## config.mk

```make
export PLATFORM = sky130hd
export DESIGN_NAME = rdr_countdown_timer
export DESIGN_NICKNAME = d
export VERILOG_FILES = /design/src/rtl/rdr_tmr_pkg.sv /design/src/rtl/rdr_tmr_regs.sv /design/src/rtl/rdr_tmr_tick_sel.sv /design/src/rtl/rdr_tmr_fsm.sv /design/src/rtl/rdr_countdown_timer.sv
export SDC_FILE = /design/constraint.sdc
export NUM_CORES = 1
export LEC_CHECK = 0
export BUFFER_PORTS_ARGS = -buffer_cell sky130_fd_sc_hd__clkbuf_2
export CAP_MARGIN = 5
export CORE_ASPECT_RATIO = 1.2
export CORE_UTILIZATION = 41
export DETAILED_ROUTE_END_ITERATION = 8
export PLACE_DENSITY_LB_ADDON = 0.1
export SKIP_CTS_REPAIR_TIMING = 1
export SLEW_MARGIN = 20
export SYNTH_ARGS = -nofsm -noshare
export SYNTH_HDL_FRONTEND = slang
export SYNTH_SLANG_ARGS = --single-unit
```

## constraint.sdc

```tcl
create_clock -name clk -period 2.9 [get_ports clk]
set_input_delay 0.29 -clock clk [delete_from_list [all_inputs] [get_ports clk]]
set_output_delay 0.29 -clock clk [all_outputs]
set_load 0.05 [all_outputs]
```

## src/rtl/rdr_tmr_pkg.sv

```systemverilog
package rdr_tmr_pkg;

    localparam int TMR_BYTE_W  = 8;
    localparam int TMR_CNT_W   = 2 * TMR_BYTE_W;
    localparam int TMR_ADDR_W  = 2;
    localparam int NUM_CLK_SRC = 4;
    localparam int CLK_SEL_W   = $clog2(NUM_CLK_SRC);

    localparam logic [TMR_ADDR_W-1:0] ADDR_CTL    = 2'd0;
    localparam logic [TMR_ADDR_W-1:0] ADDR_RLD_HI = 2'd1;
    localparam logic [TMR_ADDR_W-1:0] ADDR_RLD_LO = 2'd2;
    localparam logic [TMR_ADDR_W-1:0] ADDR_STAT   = 2'd3;

    // Bits 6 and 2 of the control byte are reserved and never stored.
    localparam logic [TMR_BYTE_W-1:0] CTL_WR_MASK = 8'hBB;

    typedef enum logic [CLK_SEL_W-1:0] {
        CLK_BASE  = 2'b00,
        CLK_SLOW  = 2'b01,
        CLK_CASC0 = 2'b10,
        CLK_CASC2 = 2'b11
    } clk_sel_e;

    typedef enum logic [1:0] {
        START_SW_ONLY   = 2'b00,
        START_TX_END    = 2'b01,
        START_TRIM_NOUF = 2'b10,
        START_TRIM_UF   = 2'b11
    } start_mode_e;

    typedef enum logic [1:0] {
        ST_IDLE,
        ST_COUNT,
        ST_TRIM_ARM,
        ST_TRIM_MEAS
    } tmr_state_e;

    typedef struct packed {
        logic        rx_stop;
        logic        rsvd6;
        start_mode_e start_mode;
        logic        auto_rst;
        logic        rsvd2;
        clk_sel_e    clk_sel;
    } ctl_t;

endpackage

```

## src/rtl/rdr_tmr_regs.sv

```systemverilog
module rdr_tmr_regs
    import rdr_tmr_pkg::*;
(
    input  logic                  clk,
    input  logic                  rst_n,
    input  logic                  wr_en,
    input  logic [TMR_ADDR_W-1:0] wr_addr,
    input  logic [TMR_BYTE_W-1:0] wr_data,
    input  logic [TMR_ADDR_W-1:0] rd_addr,
    output logic [TMR_BYTE_W-1:0] rd_data,
    input  logic                  irq_set,
    input  logic                  running,
    output ctl_t                  ctl,
    output logic [TMR_CNT_W-1:0]  reload,
    output logic                  irq
);

    ctl_t                  ctl_q;
    logic [TMR_BYTE_W-1:0] rld_hi_q;
    logic [TMR_BYTE_W-1:0] rld_lo_q;
    logic                  irq_q;
    logic                  irq_clr;

    assign irq_clr = wr_en && (wr_addr == ADDR_STAT) && wr_data[0];

    always_ff @(posedge clk or negedge rst_n) begin
        if (!rst_n) begin
            ctl_q    <= '0;
            rld_hi_q <= '0;
            rld_lo_q <= '0;
        end else if (wr_en) begin
            unique case (wr_addr)
                ADDR_CTL:    ctl_q    <= ctl_t'(wr_data & CTL_WR_MASK);
                ADDR_RLD_HI: rld_hi_q <= wr_data;
                ADDR_RLD_LO: rld_lo_q <= wr_data;
                ADDR_STAT:   ;
            endcase
        end
    end

    // Sticky flag: a set in the same cycle wins over a host clear.
    always_ff @(posedge clk or negedge rst_n) begin
        if (!rst_n) begin
            irq_q <= 1'b0;
        end else if (irq_set) begin
            irq_q <= 1'b1;
        end else if (irq_clr) begin
            irq_q <= 1'b0;
        end
    end

    always_comb begin
        unique case (rd_addr)
            ADDR_CTL:    rd_data = ctl_q;
            ADDR_RLD_HI: rd_data = rld_hi_q;
            ADDR_RLD_LO: rd_data = rld_lo_q;
            ADDR_STAT:   rd_data = {{(TMR_BYTE_W-2){1'b0}}, running, irq_q};
        endcase
    end

    assign ctl    = ctl_q;
    assign reload = {rld_hi_q, rld_lo_q};
    assign irq    = irq_q;

    AST_IRQ_CLEARS: assert property (@(posedge clk) disable iff (!rst_n)
        (irq_clr && !irq_set) |=> !irq_q);

    AST_IRQ_STICKY: assert property (@(posedge clk) disable iff (!rst_n)
        (irq_q && !irq_clr) |=> irq_q);

endmodule

```

## src/rtl/rdr_tmr_tick_sel.sv

```systemverilog
module rdr_tmr_tick_sel
    import rdr_tmr_pkg::*;
(
    input  clk_sel_e sel,
    input  logic     tick_base,
    input  logic     tick_slow,
    input  logic     uf_t0,
    input  logic     uf_t2,
    output logic     tick
);

    logic [NUM_CLK_SRC-1:0] src;
    logic [NUM_CLK_SRC-1:0] hit;

    // Source index equals the select code.
    assign src = {uf_t2, uf_t0, tick_slow, tick_base};

    for (genvar g = 0; g < NUM_CLK_SRC; g++) begin : g_src
        assign hit[g] = src[g] && (sel == clk_sel_e'(CLK_SEL_W'(g)));
    end

    assign tick = |hit;

endmodule

```

## src/rtl/rdr_tmr_fsm.sv

```systemverilog
module rdr_tmr_fsm
    import rdr_tmr_pkg::*;
#(
    parameter int RX_STOP_BITS = 4,
    localparam int RXC_W = $clog2(RX_STOP_BITS + 1)
) (
    input  logic                 clk,
    input  logic                 rst_n,
    input  logic                 rx_stop_en,
    input  start_mode_e          start_mode,
    input  logic                 auto_rst,
    input  logic [TMR_CNT_W-1:0] reload,
    input  logic                 tick,
    input  logic                 sw_start,
    input  logic                 sw_stop,
    input  logic                 tx_done,
    input  logic                 rx_bit,
    input  logic                 trim_sig,
    output logic [TMR_CNT_W-1:0] count,
    output logic                 running,
    output logic                 uf_pulse,
    output logic                 irq_set
);

    localparam logic [RXC_W-1:0]     RX_LAST = RXC_W'(RX_STOP_BITS - 1);
    localparam logic [TMR_CNT_W-1:0] CNT_ONE = TMR_CNT_W'(1);

    tmr_state_e           state_q, state_d;
    logic [TMR_CNT_W-1:0] cnt_q, cnt_d;
    logic [TMR_CNT_W-1:0] rld_q, rld_d;
    logic [RXC_W-1:0]     rxc_q, rxc_d;
    logic                 uf_q, uf_d;
    logic                 trim_q;
    logic                 trim_rise;
    logic                 trim_mode;
    logic                 start_evt;
    logic                 rx_stop_now;

    assign trim_mode   = start_mode[1];
    assign trim_rise   = trim_sig && !trim_q;
    assign start_evt   = sw_start || (tx_done && (start_mode == START_TX_END));
    assign rx_stop_now = rx_stop_en && !trim_mode && rx_bit && (rxc_q == RX_LAST);

    // State register.
    always_ff @(posedge clk or negedge rst_n) begin
        if (!rst_n) begin
            state_q <= ST_IDLE;
        end else begin
            state_q <= state_d;
        end
    end

    // Datapath registers.
    always_ff @(posedge clk or negedge rst_n) begin
        if (!rst_n) begin
            cnt_q  <= '0;
            rld_q  <= '0;
            rxc_q  <= '0;
            uf_q   <= 1'b0;
            trim_q <= 1'b0;
        end else begin
            cnt_q  <= cnt_d;
            rld_q  <= rld_d;
            rxc_q  <= rxc_d;
            uf_q   <= uf_d;
            trim_q <= trim_sig;
        end
    end

    // Next state and datapath.
    always_comb begin
        state_d = state_q;
        cnt_d   = cnt_q;
        rld_d   = rld_q;
        rxc_d   = rxc_q;
        uf_d    = 1'b0;

        unique case (state_q)
            ST_IDLE, ST_COUNT: begin
                if (sw_stop) begin
                    state_d = ST_IDLE;                       // abort
                end else if (start_evt && trim_mode) begin
                    state_d = ST_TRIM_ARM;                   // arm
                end else if (start_evt) begin
                    state_d = ST_COUNT;                      // load
                    cnt_d   = reload;
                    rld_d   = reload;
                    rxc_d   = '0;
                end else if (state_q == ST_COUNT) begin
                    if (rx_stop_now) begin
                        state_d = ST_IDLE;                   // rx stop
                    end else begin
                        if (rx_bit && (rxc_q != RX_LAST)) begin
                            rxc_d = rxc_q + RXC_W'(1);
                        end
                        if (tick) begin
                            if (cnt_q <= CNT_ONE) begin
                                uf_d = 1'b1;
                                if (auto_rst) begin
                                    cnt_d = rld_q;
                                end else begin
                                    cnt_d   = '0;
                                    state_d = ST_IDLE;       // expire
                                end
                            end else begin
                                cnt_d = cnt_q - CNT_ONE;
                            end
                        end
                    end
                end
            end

            ST_TRIM_ARM: begin
                if (sw_stop) begin
                    state_d = ST_IDLE;                       // abort
                end else if (trim_rise) begin
                    state_d = ST_TRIM_MEAS;                  // load
                    cnt_d   = reload;
                    rld_d   = reload;
                end
            end

            ST_TRIM_MEAS: begin
                if (sw_stop || trim_rise) begin
                    state_d = ST_IDLE;                       // abort / freeze
                end else if (tick) begin
                    if (start_mode == START_TRIM_UF &&
                        ((cnt_q == CNT_ONE) || (cnt_q == '0 && auto_rst))) begin
                        uf_d  = 1'b1;
                        cnt_d = auto_rst ? rld_q : '0;
                    end else if (cnt_q != '0) begin
                        cnt_d = cnt_q - CNT_ONE;
                    end
                end
            end
        endcase
    end

    // Outputs.
    always_comb begin
        count    = cnt_q;
        running  = (state_q != ST_IDLE);
        uf_pulse = uf_q;
        irq_set  = uf_d;
    end

    AST_IDLE_HOLDS: assert property (@(posedge clk) disable iff (!rst_n)
        (state_q == ST_IDLE && $past(state_q) == ST_IDLE) |-> $stable(cnt_q));

    AST_EXPIRE_STOPS: assert property (@(posedge clk) disable iff (!rst_n)
        (state_q == ST_COUNT && tick && cnt_q == CNT_ONE && !auto_rst && !sw_stop
         && !start_evt && !rx_stop_now) |=> (state_q == ST_IDLE && cnt_q == '0 && uf_q));

    AST_AUTO_RELOADS: assert property (@(posedge clk) disable iff (!rst_n)
        (state_q == ST_COUNT && tick && cnt_q == CNT_ONE && auto_rst && !sw_stop
         && !start_evt && !rx_stop_now) |=> (state_q == ST_COUNT && cnt_q == $past(rld_q)));

    AST_RX_STOP: assert property (@(posedge clk) disable iff (!rst_n)
        (state_q == ST_COUNT && rx_stop_now && !sw_stop && !start_evt)
        |=> (state_q == ST_IDLE && $stable(cnt_q)));

    AST_TRIM_SILENT: assert property (@(posedge clk) disable iff (!rst_n)
        (state_q == ST_TRIM_MEAS && start_mode == START_TRIM_NOUF) |=> !uf_q);

endmodule

```

## src/rtl/rdr_countdown_timer.sv

```systemverilog
module rdr_countdown_timer
    import rdr_tmr_pkg::*;
#(
    parameter int RX_STOP_BITS = 4
) (
    input  logic                  clk,
    input  logic                  rst_n,
    input  logic                  wr_en,
    input  logic [TMR_ADDR_W-1:0] wr_addr,
    input  logic [TMR_BYTE_W-1:0] wr_data,
    input  logic [TMR_ADDR_W-1:0] rd_addr,
    output logic [TMR_BYTE_W-1:0] rd_data,
    input  logic                  sw_start,
    input  logic                  sw_stop,
    input  logic                  tx_done,
    input  logic                  rx_bit,
    input  logic                  trim_sig,
    input  logic                  tick_base,
    input  logic                  tick_slow,
    input  logic                  uf_t0,
    input  logic                  uf_t2,
    output logic [TMR_CNT_W-1:0]  count,
    output logic                  running,
    output logic                  uf_pulse,
    output logic                  irq
);

    ctl_t                 ctl;
    logic [TMR_CNT_W-1:0] reload;
    logic                 tick;
    logic                 irq_set;

    rdr_tmr_regs u_regs (
        .clk     (clk),
        .rst_n   (rst_n),
        .wr_en   (wr_en),
        .wr_addr (wr_addr),
        .wr_data (wr_data),
        .rd_addr (rd_addr),
        .rd_data (rd_data),
        .irq_set (irq_set),
        .running (running),
        .ctl     (ctl),
        .reload  (reload),
        .irq     (irq)
    );

    rdr_tmr_tick_sel u_tick_sel (
        .sel       (ctl.clk_sel),
        .tick_base (tick_base),
        .tick_slow (tick_slow),
        .uf_t0     (uf_t0),
        .uf_t2     (uf_t2),
        .tick      (tick)
    );

    rdr_tmr_fsm #(
        .RX_STOP_BITS (RX_STOP_BITS)
    ) u_fsm (
        .clk        (clk),
        .rst_n      (rst_n),
        .rx_stop_en (ctl.rx_stop),
        .start_mode (ctl.start_mode),
        .auto_rst   (ctl.auto_rst),
        .reload     (reload),
        .tick       (tick),
        .sw_start   (sw_start),
        .sw_stop    (sw_stop),
        .tx_done    (tx_done),
        .rx_bit     (rx_bit),
        .trim_sig   (trim_sig),
        .count      (count),
        .running    (running),
        .uf_pulse   (uf_pulse),
        .irq_set    (irq_set)
    );

    AST_UF_FLAGS: assert property (@(posedge clk) disable iff (!rst_n)
        uf_pulse |-> irq);

    AST_RSVD_ZERO: assert property (@(posedge clk) disable iff (!rst_n)
        (rd_addr == ADDR_CTL) |-> (rd_data[6] == 1'b0 && rd_data[2] == 1'b0));

    AST_NO_TX_START: assert property (@(posedge clk) disable iff (!rst_n)
        (!running && tx_done && !sw_start && ctl.start_mode != START_TX_END) |=> !running);

endmodule

```

* After elaboration in Yosys (flattened, before gate mapping) *
Index checks and enable logic that the tools add are counted.

word-level totals
  bits in registers = 62
  input port bits = 24
  output and inout bits = 27
  word-level logic and storage cells = 142

cells by class
  add/subtract/negate cells = 2
  magnitude comparators = 1
  eq/ne operators = 35
  muxes and demuxes = 49
  bitwise gates (word level) = 2
  reduce and logical (&&, ||, !) cells = 40

operator list
  cell                     number
  $mux W16                 17
  $pmux W16 S3             1
  $pmux W16 S2             1
  $pmux W8 S4              1
  $mux W2                  11
  $eq A2 B2 Y1 const B     9
  $reduce_and A6 Y1        3
  $eq A16 B1 Y1 const B    1
  $le A16 B1 Y1 const B    1
  $logic_not A16 Y1        1
  $reduce_bool A16 Y1      1
  $sub A16 B1 Y16 const B  1
  $logic_and A1 B1 Y1      15
  $mux W1                  12
  $mux W3                  4
  $ne A3 B2 Y1 const B     4
  $ne A6 B3 Y1 const B     2
  $eq A2 B1 Y1 const B     5
  $ne A2 B2 Y1 const B     5
  $reduce_and A10 Y1       1
  $reduce_bool A2 Y1       5
  $logic_not A2 Y1         4
  $ne A2 B1 Y1 const B     4
  $ne A3 B1 Y1 const B     2
  12 further kinds         18

* Longest topological paths before layout *
  depth in word-level cells = 11
  gate-level depth with buffers = 9
  depth with buffers taken out = 8

* By module *
Synthesis repeated with hierarchy kept, for this count alone.

second synthesis, totals
  cell total of the unflattened synthesis = 347
  area total of the unflattened synthesis = 3,636.0 sq um

modules (own cells, without submodules)
  module            instances  cells an instance  area an instance (sq um)  sequential area each (sq um)
  rdr_tmr_fsm       1          277                2,556.2                   975.9
  rdr_tmr_regs      1          69                 1,057.3                   575.6
  rdr_tmr_tick_sel  1          1                  22.5                      0.0

* Worst setup path before layout *
OpenSTA, ideal clock, no wires.

  kind = reg-to-reg
  start = reg u_fsm.cnt_q[4], in the netlist u_fsm.count[4]
  end = reg u_fsm.cnt_q[0], in the netlist u_fsm.count[0]
  setup time = 0.125 ns
  data arrival time = 2.390 ns
  data required time = 2.775 ns
  slack = 0.385 ns
  stages on the path, launching flop included = 8
  path buffers = 1
  clock period less this slack = 2.515 ns
  cell sequence = dfrtp_1 clkbuf_1 or4_4 or4_4 nor2_8 o221a_4 o22ai_1 mux2_4

between the ends
  longest elaborated chain between the ends = 9
  elaborated cells between the ends (all ways) = 20
  those cells by class = order compare (1); eq/ne (2); mux (11); reduce/logical (6)

ends and longest elaborated chain
  element                 RTL line           RTL
  start, declared         rdr_tmr_fsm.sv:29  logic [TMR_CNT_W-1:0] cnt_q, cnt_d;
  start signal, assigned  rdr_tmr_fsm.sv:62  cnt_q <= cnt_d;
  $le A16 B1 Y1           rdr_tmr_fsm.sv:97  if (cnt_q <= CNT_ONE) begin
  $mux W16                rdr_tmr_fsm.sv:97
  $mux W16                rdr_tmr_fsm.sv:96  if (tick) begin
  $mux W16                rdr_tmr_fsm.sv:90  if (rx_stop_now) begin
  $mux W16                rdr_tmr_fsm.sv:89  end else if (state_q == ST_COUNT) begin
  $mux W16                rdr_tmr_fsm.sv:84  end else if (start_evt) begin
  $mux W16                rdr_tmr_fsm.sv:82  end else if (start_evt && trim_mode) begin
  $mux W16                rdr_tmr_fsm.sv:80  if (sw_stop) begin
  $pmux W16 S3            rdr_tmr_fsm.sv:78  unique case (state_q)

Several ways; a longest one is shown, not always the timed one. The select of a mux whose other input is x is not followed.
A chain may end at the register's enable or synchronous reset.

* Final worst setup path *
  start = reg u_fsm.cnt_q[0], in the netlist u_fsm.count[0]
  end = reg u_fsm.cnt_q[13], in the netlist u_fsm.count[13]

between the ends
  longest elaborated chain between the ends = 9
  elaborated cells between the ends (all ways) = 22
  those cells by class = add/sub (1); order compare (1); eq/ne (2); mux (12); reduce/logical (6)

ends and longest elaborated chain
  element                                           RTL line
  $sub A16 B1 Y16 or $le A16 B1 Y1 (tied branches)  rdr_tmr_fsm.sv:106, rdr_tmr_fsm.sv:132, rdr_tmr_fsm.sv:97
  $mux W16                                          rdr_tmr_fsm.sv:97
  $mux W16                                          rdr_tmr_fsm.sv:96
  $mux W16                                          rdr_tmr_fsm.sv:90
  $mux W16                                          rdr_tmr_fsm.sv:89
  $mux W16                                          rdr_tmr_fsm.sv:84
  $mux W16                                          rdr_tmr_fsm.sv:82
  $mux W16                                          rdr_tmr_fsm.sv:80
  $pmux W16 S3                                      rdr_tmr_fsm.sv:78

Several ways; a longest one is shown, not always the timed one. The select of a mux whose other input is x is not followed.

==> impl_metrics.yaml <==
synth:
  synth_cell_types: 64
  yosysSeqAreaShare_pct: 41.44
  synth_common_cells: "62 x dfrtp_1, 38 x nor2_1, 37 x nand2_1, 36 x mux2_2, 22 x o21ai_0"
  ys_ff_latch: 62
  yosysTopAreaCell: "dfrtp_1"
  syn_area_per_cell_sq_um: 9.904
  synth_nets: 406
  yosys_warnings: 0
  synthTopCellsByArea: "dfrtp_1 41%, mux2_2 11%, nor2_1 3.8%, nand2_1 3.7%, o21ai_0 2.9%"
  yosysMostFrequentCell: "dfrtp_1"
  synth_edf_count: 0
  yosys_most_used_dff: "dfrtp_1"
  async_reset_ff_share_pct: 100.0
  synth_area_sq_um: 3744
  synth_cells: 378
  synth_top_area_share_pct: 41.44
worst_hold_path:
  hp-class: "in -> reg"
die:
  ios: 51
  initial_core_util_pct: 43.01
  die_h_microns: 106.7
  core_sq_um: 8703
  die_area_sq_um: 9519
  rows: 37
  die_width_microns: 89.23
run:
  drv_cap: 0
worst_setup_path:
  setup.worst_path.class: "reg -> reg"
  crit_path_end_kind: "flip-flop"
  start_kind: "flip-flop"
  required_ps: 3130
  critPathMaxFanout: 9
  crit_arrival_ps: 2790
sta:
  hold_viol: 0
  rsz0062_at_grt: "false"
  tightest_slew_ps: 904.5
  finalSetupTns_ps: 0
  setup_viol: 0
  drv_slew: 0
  timing.fmax_ghz: 0.3905
  period_share_pct: 88.31
  slew_headroom_pct: 39.63
  finalClockSkew_ps: 13.17
  fin_crit_ps: 2561
clock_network:
  htreeDepth: 3
  clockBufferDepth: 2
  clk_pin_slew_worst_paths_ps: 80
  cts_tree: "yes"
  clock-sinks: 62
  cts_buffers: 9
  clock_latency_ps: 360
  clockRootBuffer: "clkbuf_8"
run_status:
  run_status: "finished, final reports clean"
placement:
  gp_congestion: 0.8666
  dp_cells: 541
  hpwl_mm: 7.897
  io_buffers: 50
global_routing:
  grt_pass1_vias: 3039
  grt_util_all_layers_pct: 24.23
  grt_max_degree: 37
  grt_pass1_wl_mm: 17.08
  gr-total-overflow: 0
  antenna_found_initial: 0
detailed_routing:
  wl_per_cell_microns: 18.99
  first_pass_iters: 6
  routed-via-count: 3251
  routed_wl_mm: 10.60
  first_iter_violations: 351
  drc_errors: 0
  antenna_left: 0
  viasPerCell: 5.826
layout:
  final_cells: 558
  drive_above_1_share_pct: 31.29
  layout.nets: 464
  utilization_pct: 50.35
  syn_to_final_growth_pct: 17.05
  insertedDiodeCount: 0
pwr:
  ir_worst_vdd_mv: 0.3877
  leakagePower_nw: 1.844
  power_density_nw_per_um2: 937.4
[metal layers]
layer | GRT usage, % | vias up | wire [microns]
li1 | - | 1529 | -
met3 | 4.388 | 15 | 485
met2 | 36.10 | 137 | 4854
met5 | 0 | - | 0
met1 | 35.20 | 1570 | 5034
met4 | 8.277 | 0 | 221
[layout make-up]
type,instances,area [sq um]
Sequential cell,62,1551
Fill cell,878,4322
Timing Repair Buffer,64,370.4
Clock buffer,9,123.9
Multi-Input combinational cell,292,2082
Inverter,7,26.28
Clock inverter,7,81.33
Tap cell,117,146.4
[cells by family (layout without fill, tap and decap cells)]
| family | after synthesis | after routing | share of synthesized area, % |
|---|---|---|---|
| simple gates | 137 | 137 | 19.45 |
| compound gates | 92 | 92 | 17.15 |
| flops | 62 | 62 | 41.44 |
| mux | 46 | 46 | 14.64 |
| buf+inv | 24 | 87 | 2.941 |
| xor+xnor | 13 | 13 | 3.041 |
| fa+ha+maj | 4 | 4 | 1.337 |
[per-stage QoR]
step / hold slack [ps] / power [W] / worst slack [ps] / instance area, sq um
final: 50.39 / 0.004107 / 339.1 / 4382
after global placement: 341.1 / 0.003273 / 437.7 / 4167
after detailed placement: 331.4 / 0.003285 / 359.4 / 4167
after global routing: 40.90 / 0.004354 / 216.4 / 4382
after CTS: -52.64 / 0.004112 / 329.4 / 4372
after floorplan: -5.591 / 0.002758 / 384.8 / 3744
[path summary, 6_finish.rpt]
path	slack, ps	from	to	depth (start not counted)
min in group asynchronous	480	rst_n	u_fsm.trim_q	3
setup reg to reg	340	u_fsm.count[0]	u_fsm.count[13]	8
hold / removal	50	trim_sig	u_fsm.trim_q	1
hold reg to reg	510	u_regs.irq	u_regs.irq	1
setup / recovery	340	u_fsm.count[0]	u_fsm.count[13]	8
max in group asynchronous	2020	rst_n	u_fsm.count[2]	3
[power breakdown]
| group | internal [W] | total [W] | switching, W | leakage [nW] |
|---|---|---|---|---|
| sequential | 0.00116 | 0.00157 | 0.000411 | 0.735 |
| combinational | 0.000612 | 0.00171 | 0.00110 | 1.00 |
| clock | 0.000410 | 0.000822 | 0.000412 | 0.106 |
| total | 0.00218 | 0.00411 | 0.00192 | 1.84 |
[state kept, by name, indices dropped and copies added, names as in the netlist]
signal / cells
u_fsm.rxc_q: 3
u_regs.ctl: 6
u_regs.rld_hi_q: 8
u_fsm.rld_q: 16
u_fsm.state_q: 2
u_regs.rld_lo_q: 8
u_fsm.uf_pulse: 1
u_regs.irq: 1
u_fsm.count: 16
u_fsm.trim_q: 1
[cells in the final DEF (no fill, tap or decap), types with 3 or more instances in the layout]
cell,synthesis,final
mux2_2,36,36
a21oi_1,17,17
nor2_1,38,38
mux4_2,3,3
a22oi_1,4,4
nor3_1,8,8
ha_1,4,4
clkbuf_8,0,9
a31oi_1,9,9
nand2_1,37,37
buf_4,2,12
o221ai_1,3,3
nor4_1,6,6
or2_2,3,3
a221oi_1,5,5
a22o_1,5,5
dfrtp_1,62,62
o211ai_1,7,7
a21o_1,3,3
xor2_1,7,7
inv_1,7,7
mux2i_1,6,6
o21ai_0,22,22
nand3_1,9,9
xnor2_1,6,6
and2_1,3,3
nand4_1,7,7
clkbuf_2,0,50
[critical path, cell delays in order, from the launching register on]
cell and delay [ps]:
dfrtp_1 490, inv_1 100, ha_1 250, a21oi_1 150, or4_4 600, o21ai_2 280, a21oi_1 110, a221oi_1 330
a21oi_1 120
Note: power is estimated with default switching activity, not from simulation.
